### src/rtl/cfgw_pkg.sv
package cfgw_pkg;

  localparam int unsigned WORD_W        = 32;
  localparam int unsigned HALF_W        = 16;
  localparam int unsigned MSEL_W        = 4;
  localparam int unsigned RLOG_MAX      = 3;
  localparam int unsigned RLOG_W        = $clog2(RLOG_MAX + 1);
  localparam int unsigned CNT_W         = RLOG_MAX + 1;
  localparam int unsigned BYTES_PER_W   = WORD_W / 8;
  localparam int unsigned NBYTE_W       = $clog2(BYTES_PER_W);

  typedef struct packed {
    logic              valid;
    logic              wide;
    logic [RLOG_W-1:0] rlog;
  } mode_t;

  // Mode select to width / clocks-per-beat (log2).
  function automatic mode_t decode_mode(input logic [MSEL_W-1:0] msel);
    mode_t m;
    m.valid = 1'b1;
    m.wide  = msel[3];
    unique case (msel[1:0])
      2'd0:    m.rlog = RLOG_W'(0);
      2'd1:    m.rlog = msel[3] ? RLOG_W'(2) : RLOG_W'(1);
      2'd2:    m.rlog = msel[3] ? RLOG_W'(3) : RLOG_W'(2);
      default: begin m.rlog = RLOG_W'(0); m.valid = 1'b0; end
    endcase
    return m;
  endfunction

  // Keep the low n bytes of a word, n == 0 meaning all of them.
  function automatic logic [WORD_W-1:0] keep_low_bytes(
      input logic [WORD_W-1:0] w, input logic [NBYTE_W-1:0] n);
    logic [WORD_W-1:0] m;
    for (int i = 0; i < int'(BYTES_PER_W); i++)
      m[i*8 +: 8] = ((n == '0) || (i < int'(n))) ? 8'hFF : 8'h00;
    return w & m;
  endfunction

  function automatic logic [CNT_W-1:0] pulses_of(input logic [RLOG_W-1:0] rl);
    return CNT_W'(1) << rl;
  endfunction

endpackage

### src/rtl/cfgw_mode_dec.sv
module cfgw_mode_dec
  import cfgw_pkg::*;
(
  input  logic [MSEL_W-1:0] mode_sel,
  output mode_t             mode
);
  always_comb mode = decode_mode(mode_sel);
endmodule

### src/rtl/cfgw_word_buf.sv
module cfgw_word_buf #(
  parameter int unsigned WORD_W = 32,
  parameter int unsigned HALF_W = 16
) (
  input  logic              clk,
  input  logic              rst_n,
  input  logic              load,
  input  logic              load_wide,
  input  logic [WORD_W-1:0] load_word,
  input  logic              next_beat,
  output logic [WORD_W-1:0] bus
);
  localparam int unsigned HI_W = WORD_W - HALF_W;

  logic [WORD_W-1:0] bus_q;
  logic [HI_W-1:0]   hi_q;

  always_ff @(posedge clk or negedge rst_n) begin
    if (!rst_n) begin
      bus_q <= '0;
      hi_q  <= '0;
    end else if (load) begin
      bus_q <= load_wide ? load_word : WORD_W'(load_word[HALF_W-1:0]);
      hi_q  <= load_word[WORD_W-1:HALF_W];
    end else if (next_beat) begin
      bus_q <= WORD_W'(hi_q);
    end
  end

  assign bus = bus_q;
endmodule

### src/rtl/cfgw_pulse_seq.sv
module cfgw_pulse_seq #(
  parameter int unsigned RLOG_W = 2,
  parameter int unsigned CNT_W  = 4
) (
  input  logic              clk,
  input  logic              rst_n,
  input  logic              load,
  input  logic              load_wide,
  input  logic [RLOG_W-1:0] load_rlog,
  output logic              busy,
  output logic              cfg_clk,
  output logic              next_beat,
  output logic              word_done,
  output logic              narrow
);
  logic              busy_q, phase_q, last_q, wide_q;
  logic [CNT_W-1:0]  cnt_q;
  logic [RLOG_W-1:0] rlog_q;
  logic              pulse_end;

  function automatic logic [CNT_W-1:0] count_for(input logic [RLOG_W-1:0] rl);
    return CNT_W'(1) << rl;
  endfunction

  assign pulse_end = busy_q && phase_q && (cnt_q == CNT_W'(1));

  always_ff @(posedge clk or negedge rst_n) begin
    if (!rst_n) begin
      busy_q  <= 1'b0;
      phase_q <= 1'b0;
      last_q  <= 1'b0;
      wide_q  <= 1'b0;
      cnt_q   <= '0;
      rlog_q  <= '0;
    end else if (load) begin
      busy_q  <= 1'b1;
      phase_q <= 1'b0;
      last_q  <= load_wide;
      wide_q  <= load_wide;
      rlog_q  <= load_rlog;
      cnt_q   <= count_for(load_rlog);
    end else if (busy_q) begin
      if (pulse_end) begin
        phase_q <= 1'b0;
        if (last_q) begin
          busy_q <= 1'b0;
        end else begin
          last_q <= 1'b1;
          cnt_q  <= count_for(rlog_q);
        end
      end else begin
        phase_q <= ~phase_q;
        if (phase_q) cnt_q <= cnt_q - CNT_W'(1);
      end
    end
  end

  assign busy      = busy_q;
  assign cfg_clk   = phase_q;
  assign next_beat = pulse_end && !last_q;
  assign word_done = pulse_end && last_q;
  assign narrow    = busy_q && !wide_q;
endmodule

### src/rtl/cfgw_adapter.sv
module cfgw_adapter
  import cfgw_pkg::*;
(
  input  logic               clk,
  input  logic               rst_n,
  input  logic               wr_valid,
  output logic               wr_ready,
  input  logic [WORD_W-1:0]  wr_data,
  input  logic [NBYTE_W-1:0] wr_nbytes,
  input  logic               wr_enable,
  input  logic [MSEL_W-1:0]  mode_sel,
  output logic [WORD_W-1:0]  cfg_data,
  output logic               cfg_clk
);
  mode_t             mode;
  logic              busy;
  logic              accept, start_evt, discard_evt;
  logic              next_beat, word_done, narrow_beat;
  logic [WORD_W-1:0] masked;

  cfgw_mode_dec u_dec (.mode_sel(mode_sel), .mode(mode));

  assign wr_ready    = !busy;
  assign accept      = wr_valid && wr_ready;
  assign start_evt   = accept && wr_enable && mode.valid;
  assign discard_evt = accept && !(wr_enable && mode.valid);
  assign masked      = keep_low_bytes(wr_data, wr_nbytes);

  cfgw_pulse_seq #(.RLOG_W(RLOG_W), .CNT_W(CNT_W)) u_seq (
    .clk(clk), .rst_n(rst_n), .load(start_evt), .load_wide(mode.wide),
    .load_rlog(mode.rlog), .busy(busy), .cfg_clk(cfg_clk),
    .next_beat(next_beat), .word_done(word_done), .narrow(narrow_beat));

  cfgw_word_buf #(.WORD_W(WORD_W), .HALF_W(HALF_W)) u_buf (
    .clk(clk), .rst_n(rst_n), .load(start_evt), .load_wide(mode.wide),
    .load_word(masked), .next_beat(next_beat), .bus(cfg_data));
endmodule

### config.mk
export PLATFORM = sky130hd
export DESIGN_NAME = cfgw_adapter
export DESIGN_NICKNAME = d
export VERILOG_FILES = /design/src/rtl/cfgw_pkg.sv /design/src/rtl/cfgw_mode_dec.sv /design/src/rtl/cfgw_word_buf.sv /design/src/rtl/cfgw_pulse_seq.sv /design/src/rtl/cfgw_adapter.sv
export SDC_FILE = /design/constraint.sdc
export NUM_CORES = 1
export LEC_CHECK = 0
export ABC_AREA = 1
export BUFFER_PORTS_ARGS = -buffer_cell sky130_fd_sc_hd__buf_2
export CORE_MARGIN = 4
export CORE_UTILIZATION = 40
export CTS_BUF_LIST = sky130_fd_sc_hd__clkbuf_2 sky130_fd_sc_hd__clkbuf_4 sky130_fd_sc_hd__clkbuf_8
export DETAILED_ROUTE_END_ITERATION = 8
export MAX_ROUTING_LAYER = met4
export SYNTH_ARGS = -nofsm -noshare
export SYNTH_HDL_FRONTEND = slang
export SYNTH_SLANG_ARGS = --single-unit
export TNS_END_PERCENT = 50
### constraint.sdc
create_clock -name clk -period 2.5 [get_ports clk]
set_clock_uncertainty 0.15 [all_clocks]
set_input_delay 0.25 -clock clk [delete_from_list [all_inputs] [get_ports clk]]
set_output_delay 0.25 -clock clk [all_outputs]
set_load 0.005 [all_outputs]
==> results of run 1 <==
worst max-delay path by stage:
stage / endpoint / start / slack [ps]
floorplan: u_buf.bus[10]$_DFFE_PN0P_ / u_seq.cnt_q[1]$_DFFE_PN0P_ / 940
finish: u_buf.bus[6]$_DFFE_PN0P_ / u_seq.busy$_DFF_PN0_ / 600
detailed placement: u_buf.bus[6]$_DFFE_PN0P_ / mode_sel[0] / 460
global route: u_buf.bus[7]$_DFFE_PN0P_ / u_seq.busy$_DFF_PN0_ / 400
CTS: u_buf.bus[26]$_DFFE_PN0P_ / u_seq.busy$_DFF_PN0_ / 560
global placement: u_buf.bus[6]$_DFFE_PN0P_ / mode_sel[0] / 480
layout by cell type, fill, tap and decap left out, drive strengths merged:
cell / netlist / layout
ha: 7 / 7
xor2: 1 / 1
dlygate4sd3: 0 / 1
nor2: 14 / 14
clkinvlp: 0 / 2
o21ai: 35 / 35
o21bai: 1 / 1
o31ai: 8 / 8
clkbuf: 4 / 10
buf: 10 / 78
nand3b: 1 / 1
o22ai: 8 / 8
clkinv: 0 / 4
nand4: 1 / 1
or2: 1 / 1
nand2: 120 / 120
inv: 42 / 42
nand3: 18 / 18
dfrtp: 57 / 57
a21oi: 4 / 4
layer usage:
metal | global-route usage [%] | wire length, um | vias up
met3 | 4.50 | 337 | 7
met5 | - | 0 | -
met1 | 23.3 | 3110 | 1044
met4 | 6.89 | 63 | 0
met2 | 23.9 | 2760 | 68
li1 | - | - | 1198
flip-flops by register name, indices dropped and copies added, names as in the netlist:
name	count
u_buf.bus	32
u_buf.hi_q	16
u_seq.cnt_q	4
u_seq.rlog_q	2
u_seq.busy	1
u_seq.cfg_clk	1
u_seq.last_q	1
cells by family after synthesis:
family          synth area share, %
buf+inv                        8.64
xor+xnor                      0.322
fa+ha+maj                      3.22
simple gates                   23.2
flops                          52.4
compound gates                 12.3
what timing repair did:
| action | 4_1_cts | 5_1_grt |
|---|---|---|
| resized for setup | 0 | 0 |
| endpoints found under the hold margin | 24 | 0 |
| hold buffers | 1 | 0 |
Yosys cell counts (2+ instances only):
master,instances
buf_6,2
o31ai_2,2
clkbuf_1,4
a21oi_1,4
o21ai_1,3
nand3_1,18
o22ai_1,8
o21ai_0,31
nand2_1,119
o31ai_1,6
inv_1,39
dfrtp_1,57
nor2_1,12
ha_1,7
buf_2,8
inv_2,3
power by group through the flow:
| stage | registers [mW] | clock network [mW] | logic, mW |
|---|---|---|---|
| global route | 1.59 | 0.803 | 1.39 |
| finish | 1.53 | 0.730 | 1.18 |
| global placement | 1.54 | 0 | 1.18 |
| floorplan | 1.53 | 0 | 0.744 |
| detailed placement | 1.55 | 0 | 1.20 |
| CTS | 1.53 | 0.748 | 1.20 |
worst min-delay path, stage by stage:
cell and delay, ps:
buf_2 100, nand2_1 60, o21ai_0 70
final cells by class:
type	count	area [um^2]	area share [%]
clock buffer	10	131	3.94
sequential	57	1430	42.8
timing repair buffer	79	423	12.7
clock inverter	6	35.0	1.05
multi-input combinational	219	1060	31.9
inverter	42	158	4.73
tap	77	96.3	2.89
==> flow_summary.json, run 1 <==
{
  "status": "finished, final reports clean",
  "yosysWarnings": 0,
  "firstDrtPassIters": 6,
  "setup_viol": 0,
  "cp.required_ps": 2580,
  "antenna_left": 0,
  "syn_area_mm2": 0.00272,
  "fin_util_pct": 51.3,
  "hp-class": "input pin to register",
  "cts.sinks": 57,
  "clock.fmax_ghz": 0.526,
  "worstPathArrival_ps": 1980,
  "cpMaxStageDelayCell": "dfrtp_1",
  "clk_latency_ps": 330,
  "synthFlopType": "dfrtp_1",
  "area_delta_synth_final_pct": 22.3,
  "gr-total-overflow": 0,
  "route.detailed.drc": 0,
  "final_nets": 457,
  "final_area_mm2": 0.00333,
  "track_usage_pct": 17.0,
  "clockBufferDepth": 2,
  "fin_ws_ps": 597,
  "finalCritPeriodShare_pct": 76.1,
  "worst-setup-path-type": "register to register",
  "diodes": 0,
  "core_area_mm2": 0.00649,
  "placed_cells": 473,
  "cp_num_buf_inv": 2,
  "die-height_um": 90.5,
  "r2r-start": "u_seq.busy$_DFF_PN0_",
  "cap_viol_max_count": 0,
  "min_path_cells": 3,
  "cts_inserted_buffers": 9,
  "min-delay-start": "wr_data[28]",
  "synth_fp_nets": 381,
  "fillers": 656,
  "placed_area_mm2": 0.00315,
  "initialDrtViolationCount": 126,
  "async_flop_share_pct": 100,
  "slew-limit-headroom_pct": 57.6,
  "r2r_end": "u_buf.bus[6]$_DFFE_PN0P_",
  "hold_viol_final": 0,
  "drive_gt1_share_pct": 24.9,
  "crit_path_start_kind": "register",
  "r2r_cells": 7,
  "pre_cts_ws_ps": 464,
  "cp_num_cells": 7,
  "num_io_pins": 76,
  "num_rows": 29,
  "slew_violations": 0,
  "p_sw_share_pct": 36.0,
  "path_cells": "nor2_2 -> nand2_4 -> inv_2 -> buf_4 -> o21ai_0 -> nand2_1 -> nand2_1",
  "p_comb_share_pct": 34.4,
  "antenna_found_initial": 0,
  "power.total_mw": 3.44,
  "critPathTopFamily": "buffers and inverters",
  "ys_types": 25,
  "routed_via_density": 4.73,
  "synth_top_area_share_pct": 52.4,
  "clockPowerShare_pct": 21.2,
  "slowest_delay_ps": 450,
  "postCtsSetupRepairBufs": 0,
  "wire_per_inst_um": 12.8,
  "power_density_mw_per_mm2": 1030,
  "grt_pass1_wl_um": 11000,
  "p_leak_nw": 1.87,
  "end_kind": "register",
  "yosysSeqAreaShare_pct": 52.4,
  "worst_pin_slew_ps": 636,
  "ir_worst_vdd_v": 0.000360,
  "place.gp.congestion": 0.828,
  "seqPwrFrac_pct": 44.4,
  "intPower_mw": 2.20,
  "wl_um": 6280,
  "portBuffers": 74,
  "rsz0062_at_grt": "false",
  "ys_top_cells_by_area": "dfrtp_1 (52%), nand2_1 (16%), o21ai_0 (5.7%), inv_1 (5.4%), nand3_1 (3.3%)",
  "switchingPower_mw": 1.24,
  "setup_tns_ps": 0,
  "vias": 2317,
  "cts_max_level": 3,
  "synth_area_leader_cell": "dfrtp_1",
  "synth_enable_flop_cells": 0,
  "avgSynthCellArea_um2": 8.20,
  "holdWs_ps": 27.9,
  "first_global_vias": 2282,
  "cts_root_buffer": "clkbuf_8",
  "dp_hpwl_um": 4540,
  "netlist_instances": 332,
  "cp_max_fo": 32,
  "r2r_slack_ps": 600,
  "stdcell_count": 490,
  "die_w_um": 90.5,
  "grt_max_degree": 34,
  "tritoncts": "yes",
  "crit_top_cell": "nand2_1",
  "hold_end": "u_buf.bus[28]$_DFFE_PN0P_",
  "ys_ff_latch": 57,
  "initial_utilization_pct": 41.9,
  "dieArea_mm2": 0.00819,
  "path_clk_slew_ps": 70,
  "fin_crit_ps": 1900
}
(Power assumes the default switching activity.)
==> run 2, diff against run 1 <==
PLACE_DENSITY = 0.66   (was unset)
clock period = 1.7 ns   (was 2.5 ns; I/O delays follow)
==> flow_summary.json, run 2 (synthesis gave the netlist of run 1 again) <==
{
  "ir_worst_vdd_v": 0.000452,
  "track_usage_pct": 17.2,
  "r2r_slack_ps": 90,
  "antenna_left": 0,
  "r2r_end": "u_buf.bus[19]$_DFFE_PN0P_",
  "cp_max_fo": 16,
  "rsz0062_at_grt": "false",
  "holdWs_ps": -1.81,
  "fin_ws_ps": 92.5,
  "wl_met2_um": 3050,
  "place.gp.congestion": 0.854,
  "num_rows": 29,
  "cap_viol_max_count": 0,
  "fin_crit_ps": 1610,
  "die-height_um": 90.5,
  "wire_per_inst_um": 13.0,
  "grt_max_degree": 58,
  "stdcell_count": 513,
  "wl_met3_um": 374,
  "cp.required_ps": 1780,
  "mostFrequentLayoutCells": "nand2_1 (119), buf_2 (74), dfrtp_1 (57)",
  "gr-total-overflow": 0,
  "diodes": 0,
  "initialDrtViolationCount": 98,
  "vias": 2465,
  "worst-setup-path-type": "register to register",
  "power.total_mw": 5.71,
  "portBuffers": 74,
  "min-delay-start": "wr_data[2]",
  "slowest_delay_ps": 440,
  "top_layer": "met4",
  "worstPathArrival_ps": 1690,
  "dieArea_mm2": 0.00819,
  "hold_end": "u_buf.bus[2]$_DFFE_PN0P_",
  "routed_via_density": 4.81,
  "slew_violations": 0,
  "violations": "hold timing",
  "clock.fmax_ghz": 0.622,
  "tritoncts": "yes",
  "path_cells": "nor2_2 -> nand2_4 -> or2_2 -> o31ai_1",
  "initial_utilization_pct": 41.9,
  "grt_pass1_wl_um": 11000,
  "cts_root_buffer": "clkbuf_8",
  "wl_met1_um": 3100,
  "finalCritPeriodShare_pct": 94.6,
  "postCtsSetupRepairBufs": 0,
  "r2r-start": "u_seq.busy$_DFF_PN0_",
  "cts_inserted_buffers": 9,
  "num_io_pins": 76,
  "final_area_mm2": 0.00367,
  "power_density_mw_per_mm2": 1560,
  "slew-limit-headroom_pct": 77.9,
  "dp_hpwl_um": 4520,
  "area_delta_synth_final_pct": 34.8,
  "setup_viol": 0,
  "min_path_cells": 5,
  "route.detailed.drc": 0,
  "status": "finished with violations",
  "core_area_mm2": 0.00649,
  "cp_num_buf_inv": 0,
  "hp-class": "input pin to register",
  "pre_cts_ws_ps": -83.3,
  "placed_area_mm2": 0.00321,
  "first_global_vias": 2311,
  "end_kind": "register",
  "final_common_cell": "nand2_1",
  "clockBufferDepth": 2,
  "hold_viol_final": 1,
  "drive_gt1_share_pct": 26.1,
  "critPathTopFamily": "simple AND/OR/NAND/NOR gates",
  "antenna_found_initial": 0,
  "cts_max_level": 3,
  "firstDrtPassIters": 4,
  "r2r_cells": 4,
  "crit_path_start_kind": "register",
  "wl_um": 6660,
  "p_leak_nw": 2.02,
  "path_clk_slew_ps": 70,
  "die_w_um": 90.5,
  "worst_pin_slew_ps": 332,
  "cpMaxStageDelayCell": "or2_2",
  "final_nets": 480,
  "largest_reg_flops": 32,
  "cts.sinks": 57,
  "placed_cells": 479,
  "clk_latency_ps": 330
}
[run 2: metrics by stage]
step	setup TNS (ps)	utilization, %
finish	0	56.5
global route	0	56.5
CTS	0	56.0
detailed placement	-260	49.5
global placement	-17.8	49.5
floorplan	0	-
[run 2: worst max-delay path by stage]
| stage | from | endpoint | slack (ps) | depth (start not counted) |
|---|---|---|---|---|
| final | u_seq.busy$_DFF_PN0_ | u_buf.bus[19]$_DFFE_PN0P_ | 90 | 4 |
| after global routing | u_seq.busy$_DFF_PN0_ | u_buf.bus[19]$_DFFE_PN0P_ | 0.5 | 4 |
| after CTS | u_seq.cnt_q[1]$_DFFE_PN0P_ | u_buf.bus[26]$_DFFE_PN0P_ | 40 | 8 |
| after detailed placement | mode_sel[0] | u_buf.bus[16]$_DFFE_PN0P_ | -80 | 6 |
| after global placement | mode_sel[0] | u_buf.bus[19]$_DFFE_PN0P_ | -6 | 6 |
| after floorplan | u_seq.cnt_q[1]$_DFFE_PN0P_ | u_buf.bus[10]$_DFFE_PN0P_ | 140 | 9 |
[run 2: worst register-to-register path, delay by kind of cell, from the launching register on]
kind	cells	cell delay, ps
compound gates	1	280
flops	1	390
simple gates	3	690
[run 2: metal layers]
layer,vias to the layer above,global-route usage [%]
met2,70,25.1
met3,12,3.83
met4,0,8.67
met5,-,-
li1,1250,-
met1,1133,22.3
[run 2: what timing repair did]
action,in CTS,in global routing
setup endpoints to repair,0,29
hold buffers,18,0
hold endpoints to repair,90,0
resized for setup,0,11
[run 2: cell type report]
cell class / instances / area (um^2)
sequential: 57 / 1430
inverter: 42 / 160
fill: 610 / 2830
clock inverter: 5 / 103
multi-input combinational: 219 / 1080
tap: 77 / 96.3
clock buffer: 11 / 145
timing repair buffer: 102 / 658
[run 2: where the power goes]
part | switching (mW) | total, mW | internal, mW
Sequential | 0.323 | 2.26 | 1.94
Combinational | 1.04 | 1.89 | 0.849
Clock | 0.538 | 1.57 | 1.03
